**config.mk**
```make
export PLATFORM = sky130hd
export DESIGN_NAME = tod_alarm_unit
export DESIGN_NICKNAME = d
export VERILOG_FILES = /design/src/rtl/tod_alarm_pkg.sv /design/src/rtl/tod_alarm_regs.sv /design/src/rtl/tod_alarm_match.sv /design/src/rtl/tod_alarm_pulse.sv /design/src/rtl/tod_alarm_unit.sv
export SDC_FILE = /design/constraint.sdc
export NUM_CORES = 1
export LEC_CHECK = 0
export ABC_AREA = 0
export CORE_MARGIN = 2
export CORE_UTILIZATION = 49
export CTS_CLUSTER_DIAMETER = 60
export DETAILED_ROUTE_END_ITERATION = 10
export HOLD_SLACK_MARGIN = 0.02
export PLACE_DENSITY = 0.72
export SYNTH_ARGS = -nofsm -noshare
export SYNTH_HDL_FRONTEND = slang
export SYNTH_SLANG_ARGS = --single-unit
```
**constraint.sdc**
```tcl
create_clock -name clk -period 4.4 [get_ports clk]
set_clock_uncertainty 0.1 [all_clocks]
set_input_delay 0.66 -clock clk [delete_from_list [all_inputs] [get_ports clk]]
set_output_delay 0.66 -clock clk [all_outputs]
set_load 0.03 [all_outputs]
```
**src/rtl/tod_alarm_pkg.sv**
```systemverilog
package tod_alarm_pkg;
    localparam int NUM_ALARMS  = 2;
    localparam int NUM_FIELDS  = 4;
    localparam int BYTE_W      = 8;
    localparam int ADDR_W      = 5;
    localparam int ALM_BASE    = 7;
    localparam int CTRL_ADDR   = ALM_BASE + NUM_ALARMS * NUM_FIELDS;
    localparam int STAT_ADDR   = CTRL_ADDR + 1;

    typedef enum logic {
        PULSE_IDLE,
        PULSE_ACTIVE
    } pulse_state_t;
endpackage

```
**src/rtl/tod_alarm_regs.sv**
```systemverilog
module tod_alarm_regs
    import tod_alarm_pkg::*;
#(
    parameter int NA = NUM_ALARMS,
    parameter int NF = NUM_FIELDS,
    parameter int DW = BYTE_W,
    parameter int AW = ADDR_W
) (
    input  logic                clk,
    input  logic                rst_n,
    input  logic                acc_stb,
    input  logic                acc_we,
    input  logic [AW-1:0]       acc_addr,
    input  logic [DW-1:0]       acc_wdata,
    input  logic [NA-1:0]       flags_i,
    output logic [DW-1:0]       acc_rdata,
    output logic [NA*NF*DW-1:0] alarms_o,
    output logic [NA-1:0]       en_o,
    output logic [NA-1:0]       hit_o
);
    localparam int NREG = NA * NF;

    logic [DW-1:0] alm_q [NREG];
    logic [NA-1:0] en_q;

    always_ff @(posedge clk or negedge rst_n) begin
        if (!rst_n) begin
            for (int i = 0; i < NREG; i++) alm_q[i] <= '0;
            en_q <= '0;
        end else if (acc_stb && acc_we) begin
            for (int i = 0; i < NREG; i++) begin
                if (acc_addr == AW'(ALM_BASE + i)) alm_q[i] <= acc_wdata;
            end
            if (acc_addr == AW'(CTRL_ADDR)) en_q <= acc_wdata[NA-1:0];
        end
    end

    for (genvar g = 0; g < NREG; g++) begin : g_flat
        assign alarms_o[g*DW +: DW] = alm_q[g];
    end

    assign en_o = en_q;

    always_comb begin
        hit_o = '0;
        for (int k = 0; k < NA; k++) begin
            for (int f = 0; f < NF; f++) begin
                if (acc_stb && acc_addr == AW'(ALM_BASE + k*NF + f)) hit_o[k] = 1'b1;
            end
        end
    end

    always_comb begin
        acc_rdata = '0;
        for (int i = 0; i < NREG; i++) begin
            if (acc_addr == AW'(ALM_BASE + i)) acc_rdata = alm_q[i];
        end
        if (acc_addr == AW'(CTRL_ADDR)) acc_rdata[NA-1:0] = en_q;
        if (acc_addr == AW'(STAT_ADDR)) acc_rdata[NA-1:0] = flags_i;
    end
endmodule

```
**src/rtl/tod_alarm_match.sv**
```systemverilog
module tod_alarm_match
    import tod_alarm_pkg::*;
#(
    parameter int NF = NUM_FIELDS,
    parameter int DW = BYTE_W
) (
    input  logic [NF*DW-1:0] alarm_i,
    input  logic [NF*DW-1:0] cur_i,
    output logic             match_o
);
    logic [NF-1:0] field_ok;

    for (genvar f = 0; f < NF; f++) begin : g_field
        logic [DW-1:0] a_b;
        logic [DW-1:0] c_b;
        assign a_b = alarm_i[f*DW +: DW];
        assign c_b = cur_i[f*DW +: DW];
        assign field_ok[f] = a_b[DW-1] || (a_b[DW-2:0] == c_b[DW-2:0]);
    end

    assign match_o = &field_ok;
endmodule

```
**src/rtl/tod_alarm_pulse.sv**
```systemverilog
module tod_alarm_pulse
    import tod_alarm_pkg::*;
#(
    parameter int PULSE_TICKS = 2048
) (
    input  logic clk,
    input  logic rst_n,
    input  logic trig_i,
    input  logic en_i,
    input  logic ref_tick,
    output logic pulse_o
);
    localparam int CW = $clog2(PULSE_TICKS + 1);

    pulse_state_t state_q, state_d;
    logic [CW-1:0] cnt_q, cnt_d;

    always_comb begin
        state_d = state_q;
        cnt_d   = cnt_q;
        unique case (state_q)
            PULSE_IDLE: begin
                if (trig_i && en_i) begin
                    state_d = PULSE_ACTIVE;
                    cnt_d   = '0;
                end
            end
            PULSE_ACTIVE: begin
                if (!en_i) begin
                    state_d = PULSE_IDLE;
                end else if (ref_tick) begin
                    if (cnt_q == CW'(PULSE_TICKS - 1)) state_d = PULSE_IDLE;
                    else cnt_d = cnt_q + 1'b1;
                end
            end
        endcase
    end

    always_ff @(posedge clk or negedge rst_n) begin
        if (!rst_n) begin
            state_q <= PULSE_IDLE;
            cnt_q   <= '0;
        end else begin
            state_q <= state_d;
            cnt_q   <= cnt_d;
        end
    end

    always_comb begin
        pulse_o = (state_q == PULSE_ACTIVE);
    end
endmodule

```
**src/rtl/tod_alarm_unit.sv**
```systemverilog
module tod_alarm_unit
    import tod_alarm_pkg::*;
#(
    parameter int PULSE_TICKS = 2048
) (
    input  logic              clk,
    input  logic              rst_n,
    input  logic              sec_tick,
    input  logic              ref_tick,
    input  logic [BYTE_W-1:0] cur_sec,
    input  logic [BYTE_W-1:0] cur_min,
    input  logic [BYTE_W-1:0] cur_hour,
    input  logic [BYTE_W-1:0] cur_day,
    input  logic              acc_stb,
    input  logic              acc_we,
    input  logic [ADDR_W-1:0] acc_addr,
    input  logic [BYTE_W-1:0] acc_wdata,
    output logic [BYTE_W-1:0] acc_rdata,
    output logic              irq0_n,
    output logic              irq1
);
    localparam int NA = NUM_ALARMS;
    localparam int NF = NUM_FIELDS;
    localparam int DW = BYTE_W;
    localparam int SW = NF * DW;

    logic [NA*SW-1:0] alarms_w;
    logic [SW-1:0]    cur_w;
    logic [NA-1:0]    en_w, hit_w, match_w, flag_q;

    assign cur_w = {cur_day, cur_hour, cur_min, cur_sec};

    tod_alarm_regs #(.NA(NA), .NF(NF), .DW(DW), .AW(ADDR_W)) regs_i (
        .clk       (clk),
        .rst_n     (rst_n),
        .acc_stb   (acc_stb),
        .acc_we    (acc_we),
        .acc_addr  (acc_addr),
        .acc_wdata (acc_wdata),
        .flags_i   (flag_q),
        .acc_rdata (acc_rdata),
        .alarms_o  (alarms_w),
        .en_o      (en_w),
        .hit_o     (hit_w)
    );

    for (genvar k = 0; k < NA; k++) begin : g_alarm
        tod_alarm_match #(.NF(NF), .DW(DW)) match_i (
            .alarm_i (alarms_w[k*SW +: SW]),
            .cur_i   (cur_w),
            .match_o (match_w[k])
        );
    end

    always_ff @(posedge clk or negedge rst_n) begin
        if (!rst_n) begin
            flag_q <= '0;
        end else begin
            for (int k = 0; k < NA; k++) begin
                if (sec_tick && match_w[k]) flag_q[k] <= 1'b1;
                else if (hit_w[k])          flag_q[k] <= 1'b0;
            end
        end
    end

    assign irq0_n = ~(flag_q[0] & en_w[0]);

    tod_alarm_pulse #(.PULSE_TICKS(PULSE_TICKS)) pulse_i (
        .clk      (clk),
        .rst_n    (rst_n),
        .trig_i   (sec_tick & match_w[1]),
        .en_i     (en_w[1]),
        .ref_tick (ref_tick),
        .pulse_o  (irq1)
    );
endmodule

```
; ---- Word-level counts from Yosys, hierarchy flattened
; Index checks and enable logic that the tools add are counted.
[word_totals]
register_bits = 81
in_bits = 51
output_inout_bits = 10
[classes]
n_addsub = 1
eq_ne = 23
muxes = 32
n_bitwise = 4
reduce_logical = 34
[op_table]
columns = op, count
row1 = 2-to-1 mux 8 bit, 8
row2 = == test 7 bit, 8
row3 = 2-to-1 mux 12 bit, 4
row4 = "== test 5 x 4 -> 1 bit, second input constant", 8
row5 = case mux 12 bit (2 select lines), 1
row6 = AND reduction 2 bit, 9
row7 = 2-to-1 mux 1 bit, 16
row8 = "adder 12 x 1 -> 12 bit, second input constant", 1
row9 = "== test 12 x 11 -> 1 bit, second input constant", 1
row10 = logical AND 1 bit, 12
row11 = AND reduction 4 bit, 3
row12 = logical OR 1 bit, 8
row13 = "!= test 2 bit, second input constant", 3
row14 = "== test 5 x 3 -> 1 bit, second input constant", 1
row15 = "== test 5 bit, second input constant", 1
row16 = 2-to-1 mux 2 bit, 2
row17 = nonzero test 2 bit, 2
row18 = bitwise AND 1 bit, 2
row19 = "!= test 2 x 1 -> 1 bit, second input constant", 1
row20 = NOT 1 bit, 2
row21 = case mux 1 bit (2 select lines), 1

; ---- Depth between registers and ports, before layout
; Gate-level depths: netlist (run 1).
[depth]
depth_word = 11
depth_mapped = 8
depth_no_buf = 6

; ---- Modules after synthesis
; Synthesis (run 1) repeated with hierarchy kept, for this count alone.
[unflattened]
hier_cells = 450
hier_area_um2 = 4898.4
[modules_own_cells]
columns = mod, instances, cells_each, area_per_inst_um2, seq_area_each_um2
row1 = tod_alarm_regs, 1, 285, 3419.5, 1651.6
row2 = tod_alarm_pulse, 1, 82, 769.5, 325.3
row3 = tod_alarm_match, 2, 37, 311.5, 0.0
row4 = tod_alarm_unit, 1, 9, 86.3, 50.0

; ---- Worst setup path before layout (run 1)
; OpenSTA, ideal clock, no wires.
[synth_timing]
path_kind = input to output
from = input port acc_addr[1]
to = output port acc_rdata[5]
arrival_ns = 2.392
t_required_ns = 3.640
slack_ns = 1.248
cell_stages = 7
n_path_buf = 3
path_cell_list = buf_4 > buf_2 > buf_4 > inv_1 > nor2_1 > a211oi_1 > o32ai_1
[synth_between]
elab_chain_len = 9
elab_cells_between_ends = 16
classes_between = 8 x eq/ne / 8 x mux
[synth_rtl]
columns = item, line
row1 = "start, declared", tod_alarm_unit.sv:16  ; input logic [ADDR_W-1:0] acc_addr,
row2 = == test 5 x 3 -> 1 bit, tod_alarm_regs.sv:56  ; if (acc_addr == AW'(ALM_BASE + i)) acc_rdata = alm_q[i];
row3 = 2-to-1 mux 8 bit (7 in a row), tod_alarm_regs.sv:56
row4 = 2-to-1 mux 8 bit (*), tod_alarm_regs.sv:56
row5 = "end, declared", tod_alarm_unit.sv:18  ; output logic [BYTE_W-1:0] acc_rdata,
; Mark *: on every way between the ends. The rest lies on a longest branch, timed or not.

; ---- Worst setup path after layout (run 1)
[layout_timing]
from = input port acc_addr[2]
to = output port acc_rdata[5]
; The elaborated chain is that of the path after synthesis.

==> key figures, run 1 <==
Run status
  • Status: complete, no violations

Route
  • DR iter-0 viols: about 220
  • Post-route ant nets: 0
  • Via count: between 3000 and 4000
  • Via-to-Cell Ratio: 5.99
  • WL/cell: ~21 um
  • Final wirelength: ~14000 um
  • DRT Pass-1 Iters: 4
  • # DRC: 0

Cells and area
  • FF/Latch Area: 2030 um^2
  • Layout cells sized above 1: around a fifth
  • N_diodes: 0
  • Multi-input gate area: roughly 2800 um^2
  • Final Net Count: 570
  • Area growth syn-to-layout: 17.4%
  • Number of fillers in the final layout: 873
  • Fin area: between 5000 and 6000 um^2

Setup path
  • Reg2Reg Setup Slack: 1.96 ns
  • WS Path Type: primary input to output port
  • Startpoint Class: primary input
  • Worst Setup End Kind: output port
  • Data arrival, critical path: between 3 and 4 ns
  • CP max FO: 8
  • CP required: roughly 3.6 ns

Power and ir drop
  • P_leak: around 2.4 nW
  • Pint: about 0.0012 W
  • Seq pwr share: between 50% and 60%
  • Worst vdd ir: around 0.18 mV
  • Clock power share: a little over a quarter
  • Comb pwr share: between 20% and 30%
  • Switching power: about 0.00055 W
  • Net Sw Frac: 30.9%
  • Pwr/cell area: a little over 300 nW/um^2
  • Tot Pwr: between 0.0015 and 0.002 W

GRT
  • Top Usage Layer GRT: met2
  • Pin count of the biggest net entering global routing: between 80 and 90
  • Vias in the first global route: between 3000 and 4000
  • Routing usage on met2: a little over two fifths
  • Met3 usage: under 10%
  • Initial antenna violation count: 0
  • Global-route wire length before repair: about 22000 um
  • Met1 Use GR: 35.9%
  • GRT Residual Overflow: 0
  • Tot GR Track Use: between 20% and 30%

CTS
  • Clock buffer count from CTS: 9
  • Clk_lat worst skew: 0.36 ns
  • CTS tree: yes
  • H-Tree Depth: 3
  • Post-CTS sizing: 0
  • Register clock-pin slew on the reported worst setup and hold paths: approximately 0.080 ns
  • Clock sink count: 81
  • Root buf cell: clkbuf_8
  • Worst-case clock buffer depth: 2
  • Setup Fix Bufs, Post-CTS: 0
  • Hold_buf cts: 0

Timing
  • Slew @ Worst Pin: 1.03 ns
  • Final Cycle Share: between 80 and 90%
  • Unrepaired setup endpoints after global routing: no
  • Final setup fails: 0
  • Fmax: 261 MHz
  • Max Transition Viols Final: 0
  • Hold_ws: between 0.3 and 0.4 ns
  • Final TNS setup: 0 ns
  • Slew HR: about a third
  • Worst setup margin: around 0.56 ns
  • Final min period: 3.84 ns
  • Hold Vio Cnt, Final: 0

Logic synthesis
  • Avg Cell Area, Syn: between 10 and 15 um^2
  • Area of the mapped netlist: 4910 um^2
  • Ys flop type: dfrtp_1
  • Gate Count Post-Synth: 461
  • Synth Net Count: just over 500
  • Seq cells post-synth: 81
  • Share of the yosys chip area belonging to registers: 41.3%
  • Async set-reset flop share out of synthesis: 100%
  • Yosys cell types: between 50 and 60
  • Yosys warnings: 0
  • Post-synth EDFFs: 0

Job
  • Max-cap violations: 0

Floorplanning
  • Top-level port count: 61
  • Core Region: 9730 um^2
  • Initial Utilization: 50.5%
  • Die width: roughly 100 um
  • Area of the die: around 11000 um^2
  • Row count: 36
  • Die height: around 100 um

Placement
  • GPL Wtd Cong: slightly below 1
  • Pre-CTS setup slack: 0.616 ns
  • DP HPWL: 10100 um
  • IO buf count: 56
  • Placement Cell Area: ~5600 um^2

Min path
  • HP Class: primary input to asynchronous set/reset pin
cell usage in the layout, fill, tap and decap left out, drive strengths merged, types with 13 or more instances in the layout:
cell type,netlist,final
nor4,15,15
o21ai,13,13
clkdlybuf4s50,0,47
a21oi,22,22
xor2,34,34
nor3,17,17
xnor2,31,31
nor2,26,26
nand2,20,20
buf,16,18
nand2b,17,17
dfrtp,81,81
mux2,66,66
worst paths after layout:
path / to / depth (start not counted) / startpoint
max reg2reg: pulse_i.cnt_q[1]$_DFFE_PN0P_ / 5 / regs_i.alarms_o[46]$_DFFE_PN0P_
min: regs_i.alarms_o[24]$_DFFE_PN0P_ / 1 / rst_n
min in group clk: flag_q[1]$_DFFE_PN0P_ / 1 / flag_q[1]$_DFFE_PN0P_
max: acc_rdata[5] / 8 / acc_addr[2]
min reg2reg: flag_q[1]$_DFFE_PN0P_ / 1 / flag_q[1]$_DFFE_PN0P_
max in group asynchronous: regs_i.alarms_o[20]$_DFFE_PN0P_ / 1 / rst_n
synthesized netlist by cell type (3+ instances only):
cell | n | area [um^2]
nor2_1 | 21 | 78.8
mux2_1 | 5 | 56.3
o221ai_1 | 4 | 35.0
nand3b_1 | 3 | 22.5
nand2_1 | 20 | 75.1
nand2b_1 | 17 | 106
nor2b_1 | 6 | 37.5
a211oi_1 | 7 | 52.6
xnor2_1 | 31 | 272
a41oi_1 | 7 | 61.3
clkbuf_1 | 3 | 11.3
buf_4 | 4 | 30.0
mux2_2 | 61 | 687
and3_1 | 3 | 18.8
nor3b_1 | 9 | 67.6
buf_2 | 10 | 50.1
a31oi_1 | 3 | 18.8
dfrtp_1 | 81 | 2030
o22a_1 | 4 | 35.0
and3b_1 | 4 | 35.0
nor4_1 | 13 | 81.3
nand3_1 | 11 | 55.1
a21oi_1 | 21 | 105
xor2_1 | 34 | 298
o22ai_1 | 4 | 25.0
o21ai_0 | 13 | 65.1
nor2_2 | 5 | 31.3
nor3_1 | 15 | 75.1
o31ai_1 | 4 | 30.0
sequential cells by signal, indices dropped and copies added, names as in the netlist:
| register | cells |
|---|---|
| flag_q | 2 |
| pulse_i.cnt_q | 12 |
| pulse_i.pulse_o | 1 |
| regs_i.alarms_o | 64 |
| regs_i.en_o | 2 |
cell families (layout without fill, tap and decap cells):
group	after synthesis	after routing	synth area share [%]
AND/OR/NAND/NOR	139	139	16.9
AO/OA/AOI/OAI	86	86	12.1
flip-flops	81	81	41.3
multiplexers	68	68	15.5
XOR/XNOR	65	65	11.6
buffers and inverters	21	83	2.32
adder cells (fa/ha/maj)	1	1	0.255
cell type report:
cell class / instances / share of cell area [%]
clock inverter: 4 / 0.521
multi-input combinational: 359 / 48.0
sequential: 81 / 35.2
tap: 133 / 2.89
timing repair buffer: 65 / 10.9
inverter: 2 / 0.130
clock buffer: 12 / 2.34
power by group through the flow:
stage	Combinational [W]	Clock [W]	Sequential [W]
after floorplan	0.000232	0	0.000895
after global placement	0.000357	0	0.000930
after detailed placement	0.000365	0	0.000932
after CTS	0.000367	0.000495	0.000918
after global routing	0.000400	0.000536	0.000929
final	0.000367	0.000483	0.000919
layer usage:
metal | part of all wire (%) | vias to the layer above
met5 | 0 | -
met1 | 45 | 1966
met2 | 48 | 122
li1 | - | 1823
met4 | 1.9 | 0
met3 | 4.9 | 16
critical path, cell delays in order:
cell             delay, ns
clkdlybuf4s50_1       0.69
buf_4                 0.21
nand4b_1              0.29
nor2_1                0.28
o2bb2ai_1             0.18
a211oi_1              0.10
o32ai_1               0.42
buf_4                 0.24
metrics by stage:
step           util (%)  instances
4_1_cts            59.2        656
6_report           59.2        656
2_1_floorplan         -        461
3_5_place_dp       57.5        640
3_3_place_gp       57.5        640
5_1_grt            59.2        656
Power figures use the tool's default switching activity.
==> inputs of run 2 (changes only) <==
CORE_ASPECT_RATIO = 0.75   (was not set)
CTS_CLUSTER_DIAMETER = 80   (was 60)
PLACE_DENSITY = not set   (was 0.72)
PLACE_DENSITY_LB_ADDON = 0.05   (was not set)
==> key figures, run 2 (same netlist as run 1, synthesis figures left out) <==
Placement
  • GPL Wtd Cong: 0.952
  • IO buf count: 56
  • DP HPWL: approximately 11000 um

Floorplanning
  • Top-level port count: slightly above 60
  • Area of the die: between 10000 and 15000 um^2
  • Initial Utilization: 50.6%
  • Core Region: between 9000 and 10000 um^2
  • Die height: 90.7 um
  • Row count: 31
  • Die width: 120 um

GRT
  • GRT Residual Overflow: 0
  • Global-route wire length before repair: 22200 um
  • Met1 Use GR: about 42%
  • Met3 usage: under 10%
  • Initial antenna violation count: 0
  • Tot GR Track Use: 27.2%
  • Pin count of the biggest net entering global routing: slightly above 80
  • Routing usage on met2: about two fifths
  • Top Usage Layer GRT: met1
  • Vias in the first global route: roughly 4000

Run status
  • Status: complete, no violations

Cells and area
  • Layout cells sized above 1: roughly a fifth
  • N_diodes: 0
  • Number of fillers in the final layout: approximately 840
  • Area growth syn-to-layout: 19.7%
  • Most frequent cells in the layout: 81 x dfrtp_1, 61 x mux2_2, 47 x clkdlybuf4s50_1
  • Final Net Count: ~570
  • Final Util: roughly three fifths
  • Most common cell after layout, fill and taps aside: dfrtp_1
  • Max reg flops: 64

CTS
  • Clk_lat worst skew: 0.34 ns
  • Setup Fix Bufs, Post-CTS: 0
  • CTS tree: yes
  • H-Tree Depth: 3
  • Post-CTS sizing: 0
  • Clock sink count: just over 80
  • Hold_buf cts: 0
  • Register clock-pin slew on the reported worst setup and hold paths: approximately 0.06 ns
  • Clock buffer count from CTS: 9
  • Root buf cell: clkbuf_16
  • Worst-case clock buffer depth: 2

Timing
  • Max Transition Viols Final: 0
  • Unrepaired setup endpoints after global routing: no
  • Slew @ Worst Pin: approximately 1.0 ns
  • Final Cycle Share: between 80 and 90%
  • Final min period: 3.80 ns
  • Final setup fails: 0
  • Hold Vio Cnt, Final: 0
  • Fmax: 263 MHz
  • Final TNS setup: 0 ns
  • Slew HR: 30.6%

Setup path
  • CP max stage delay: 0.63 ns
  • CP required: 3.64 ns
  • FF-to-FF End: pulse_i.cnt_q[1]$_DFFE_PN0P_
  • Data arrival, critical path: just over 3 ns
  • Worst setup path start: acc_addr[2]
  • Worst Setup End Kind: output port
  • Critical R2R Launch: regs_i.alarms_o[48]$_DFFE_PN0P_
  • Levels on crit path: 7
  • Buffers and inverters on the worst path: 2
  • Reg2Reg Setup Slack: approximately 1.8 ns
  • Crit path max-delay family: compound AO/OA/AOI/OAI gates
  • Crit-path slowest cell: clkdlybuf4s50_1
  • R2R cell count: 5
  • CP max FO: 11
  • WS Path Type: primary input to output port
  • Worst path cell trace: clkdlybuf4s50_1 > or3b_1 > a211oi_1 > o22ai_1 > a22o_1 > a31oi_1 > buf_4
  • Worst setup path end: acc_rdata[1]
  • Startpoint Class: primary input

Route
  • Via count: 3955
  • # DRC: 0
  • DRT Pass-1 Iters: 5
  • WL/cell: between 20 and 25 um
  • Via-to-Cell Ratio: approximately 6.0
  • Final wirelength: 14100 um
  • Post-route ant nets: 0
  • DR iter-0 viols: between 300 and 400

Power and ir drop
  • Worst vdd ir: approximately 0.27 mV
  • Pwr/cell area: 349 nW/um^2
  • P_leak: roughly 2.5 nW

Min path
  • HP Class: primary input to asynchronous set/reset pin

Job
  • Max-cap violations: 0
## run 2: layout make-up
class | count | area [um^2] | share of cell area [%]
sequential | 81 | 2030 | 34.5
tap | 132 | 165 | 2.81
multi-input combinational | 359 | 2770 | 47.1
timing repair buffer | 66 | 613 | 10.4
clock buffer | 12 | 256 | 4.36
inverter | 2 | 7.51 | 0.128
clock inverter | 3 | 40.0 | 0.681
## run 2: worst min-delay path by stage
stage	slack (ns)	depth (start not counted)	from	end
5_1_grt	0.42	1	flag_q[1]$_DFFE_PN0P_	flag_q[1]$_DFFE_PN0P_
6_report	0.40	1	rst_n	regs_i.alarms_o[24]$_DFFE_PN0P_
2_1_floorplan	0.26	0	rst_n	flag_q[0]$_DFFE_PN0P_
4_1_cts	0.40	1	flag_q[1]$_DFFE_PN0P_	flag_q[1]$_DFFE_PN0P_
3_5_place_dp	0.38	1	flag_q[1]$_DFFE_PN0P_	flag_q[1]$_DFFE_PN0P_
3_3_place_gp	0.38	1	flag_q[1]$_DFFE_PN0P_	flag_q[1]$_DFFE_PN0P_
## run 2: worst register-to-register path, cell delays in order (launching register included)
cell,delay (ns)
dfrtp_1,0.46
xor2_1,0.19
nor4_1,0.50
a22oi_1,0.20
nor4_4,0.80
a22oi_1,0.21
## run 2: power by group
group | switching (W) | internal, W | total [W]
Combinational | 0.000182 | 0.000188 | 0.000371
Sequential | 0.0000925 | 0.000827 | 0.000919
Clock | 0.000298 | 0.000466 | 0.000763
## run 2: layer usage
| layer | up-vias | routed length (um) |
|---|---|---|
| met1 | 1980 | 6980 |
| met5 | - | 0 |
| li1 | 1814 | - |
| met4 | 0 | 267 |
| met3 | 21 | 879 |
| met2 | 140 | 5960 |
## run 2: per-stage QoR
stage	area, um^2	power (W)	hold slack (ns)	worst slack (ns)	cells
2_1_floorplan	4910	0.00113	0.264	1.25	461
3_5_place_dp	5580	0.00130	0.383	0.666	640
3_3_place_gp	5580	0.00129	0.383	0.668	640
4_1_cts	5880	0.00206	0.397	0.672	655
5_1_grt	5880	0.00213	0.423	0.468	655
6_report	5880	0.00205	0.395	0.598	655
==> inputs of run 3 (changes only) <==
SYNTH_HIERARCHICAL = 1   (was not set)
==> key figures, run 3 <==
CTS
  • H-Tree Depth: 3
  • Clock sink count: slightly above 80
  • CTS tree: yes
  • Hold_buf cts: 0
  • Root buf cell: clkbuf_16
  • Register clock-pin slew on the reported worst setup and hold paths: around 0.060 ns
  • Clk_lat worst skew: between 0.3 and 0.4 ns
  • Worst-case clock buffer depth: 2
  • Setup Fix Bufs, Post-CTS: 0
  • Post-CTS sizing: 0
  • Clock buffer count from CTS: 9

Setup path
  • WS Path Type: primary input to output port
  • CP max stage delay: ~0.73 ns
  • CP required: 3.64 ns
  • Data arrival, critical path: between 2 and 3 ns
  • CP max FO: 18
  • Most used cell, CP: clkdlybuf4s50_1
  • Worst path cell trace: clkdlybuf4s50_1 > buf_4 > mux2i_1 > o221ai_1 > o21ai_0 > a221oi_1 > clkdlybuf4s50_1
  • Crit-path slowest cell: clkdlybuf4s50_1
  • Startpoint Class: primary input
  • Worst Setup End Kind: output port

Logic synthesis
  • Synth area leaders: dfrtp_1 41%, mux2_2 14%, xor2_1 5.7%
  • Top cell type's share of synthesized area: roughly 41%
  • Top cells by count, synth: 81 x dfrtp_1, 62 x mux2_2, 32 x xor2_1
  • Area of the mapped netlist: between 4000 and 5000 um^2
  • Synth Net Count: approximately 500
  • Share of the yosys chip area belonging to registers: between 40% and 50%
  • Seq cells post-synth: 81
  • Yosys cell types: 64
  • Top-count cell post-synth: dfrtp_1
  • Gate Count Post-Synth: 450
  • Avg Cell Area, Syn: roughly 11 um^2
  • Ys flop type: dfrtp_1
  • Post-synth EDFFs: 0
  • Yosys warnings: 6
  • Async set-reset flop share out of synthesis: 100%
  • Leading area contributor after synthesis: dfrtp_1

Timing
  • Slew @ Worst Pin: approximately 1.0 ns
  • Max Transition Viols Final: 0
  • Hold Vio Cnt, Final: 0
  • Unrepaired setup endpoints after global routing: no
  • Final TNS setup: 0 ns
  • Final setup fails: 0
  • Fmax: roughly 270 MHz
  • Final min period: about 3.7 ns
  • Final Cycle Share: roughly 85%
  • Slew HR: approximately 31%

Power and ir drop
  • P_leak: ~2.5 nW
  • Pwr/cell area: about 360 nW/um^2
  • Tot Pwr: 0.00212 W
  • Worst vdd ir: about 0.22 mV

Cells and area
  • Max reg flops: 64
  • Most frequent cells in the layout: 81 x dfrtp_1, 62 x mux2_2, 48 x clkdlybuf4s50_1
  • Most common cell after layout, fill and taps aside: dfrtp_1
  • Layout cells sized above 1: 23.2%
  • Final Net Count: 556
  • Area growth syn-to-layout: 20.1%
  • N_diodes: 0
  • Number of fillers in the final layout: 860

Floorplanning
  • Die width: ~120 um
  • Top-level port count: 61
  • Initial Utilization: about 51%
  • Die height: 90.6 um
  • Row count: 31
  • Area of the die: ~11000 um^2
  • Core Region: approximately 9700 um^2

GRT
  • Initial antenna violation count: 0
  • Tot GR Track Use: 26.6%
  • Global-route wire length before repair: ~22000 um
  • Pin count of the biggest net entering global routing: just over 80
  • Vias in the first global route: 3790
  • GRT Residual Overflow: 0

Min path
  • HP Class: primary input to asynchronous set/reset pin

Route
  • WL/cell: between 20 and 25 um
  • DR iter-0 viols: around 410
  • # DRC: 0
  • Post-route ant nets: 0
  • DRT Pass-1 Iters: 5
  • Final wirelength: between 10000 and 15000 um
  • Via count: 3921
  • Via-to-Cell Ratio: about 6

Placement
  • GPL Wtd Cong: 0.932
  • DP HPWL: 10300 um
  • IO buf count: 56

Job
  • Max-cap violations: 0

Run status
  • Status: complete, no violations
## run 3: cell types whose count changed after synthesis, sizes merged, moves of 8 or more
cell	before	now
or3	0	9
nor2	26	16
clkbuf	3	13
nand2b	17	6
nor3b	10	2
buf	16	7
## run 3: report_power, final
| group | internal [W] | switching [W] |
|---|---|---|
| Sequential | 0.000827 | 0.000102 |
| Clock | 0.000526 | 0.000303 |
| Combinational | 0.000194 | 0.000169 |
## run 3: final timing paths
path	from	to	slack [ns]	cells past startpoint
min reg2reg	flag_q[1]$_DFFE_PN0P_	flag_q[1]$_DFFE_PN0P_	0.40	1
max	acc_addr[1]	acc_rdata[4]	0.68	7
max in group asynchronous	rst_n	regs_i/alarms_o[46]$_DFFE_PN0P_	3.13	1
min in group clk	flag_q[1]$_DFFE_PN0P_	flag_q[1]$_DFFE_PN0P_	0.40	1
min	rst_n	pulse_i/cnt_q[8]$_DFFE_PN0P_	0.38	1
max reg2reg	regs_i/alarms_o[38]$_DFFE_PN0P_	pulse_i/cnt_q[10]$_DFFE_PN0P_	1.48	8
## run 3: worst max-delay path, delay by kind of cell
family / cells / cell delay (ns)
buffers and inverters: 3 / 1.52
AO/OA/AOI/OAI: 3 / 0.68
multiplexers: 1 / 0.10
## run 3: kinds of logic after synthesis
| logic type | synth area share, % |
|---|---|
| multiplexers | 18.0 |
| AND/OR/NAND/NOR | 14.0 |
| AO/OA/AOI/OAI | 13.6 |
| XOR/XNOR | 10.2 |
| buffers and inverters | 2.63 |
| flip-flops | 41.4 |
| adder cells (fa/ha/maj) | 0.255 |
## run 3: final cells by class
class / instances / area (um^2) / share of cell area (%)
sequential: 81 / 2030 / 34.4
multi-input combinational: 342 / 2740 / 46.6
timing repair buffer: 63 / 593 / 10.1
clock buffer: 11 / 253 / 4.30
clock inverter: 5 / 77.6 / 1.32
tap: 132 / 165 / 2.81
inverter: 7 / 26.3 / 0.447
## run 3: stage by stage
stage	util, %	hold slack, ns	instances	instance area [um^2]	worst slack [ns]
5_1_grt	60.7	0.425	641	5880	0.646
2_1_floorplan	-	0.264	450	4900	1.16
6_report	60.7	0.382	641	5880	0.680
4_1_cts	60.7	0.404	641	5880	0.713
3_5_place_dp	57.3	0.390	625	5550	0.713
3_3_place_gp	57.3	0.369	625	5550	0.724
## run 3: layer usage
metal | wire length (um) | track usage, % | part of all wire [%] | vias up
met5 | 0 | 0 | 0 | -
met4 | 161 | 5.49 | 1.1 | 0
met3 | 1210 | 6.38 | 8.7 | 16
met2 | 6140 | 38.9 | 44 | 159
met1 | 6500 | 40.0 | 46 | 1966
li1 | - | - | - | 1780
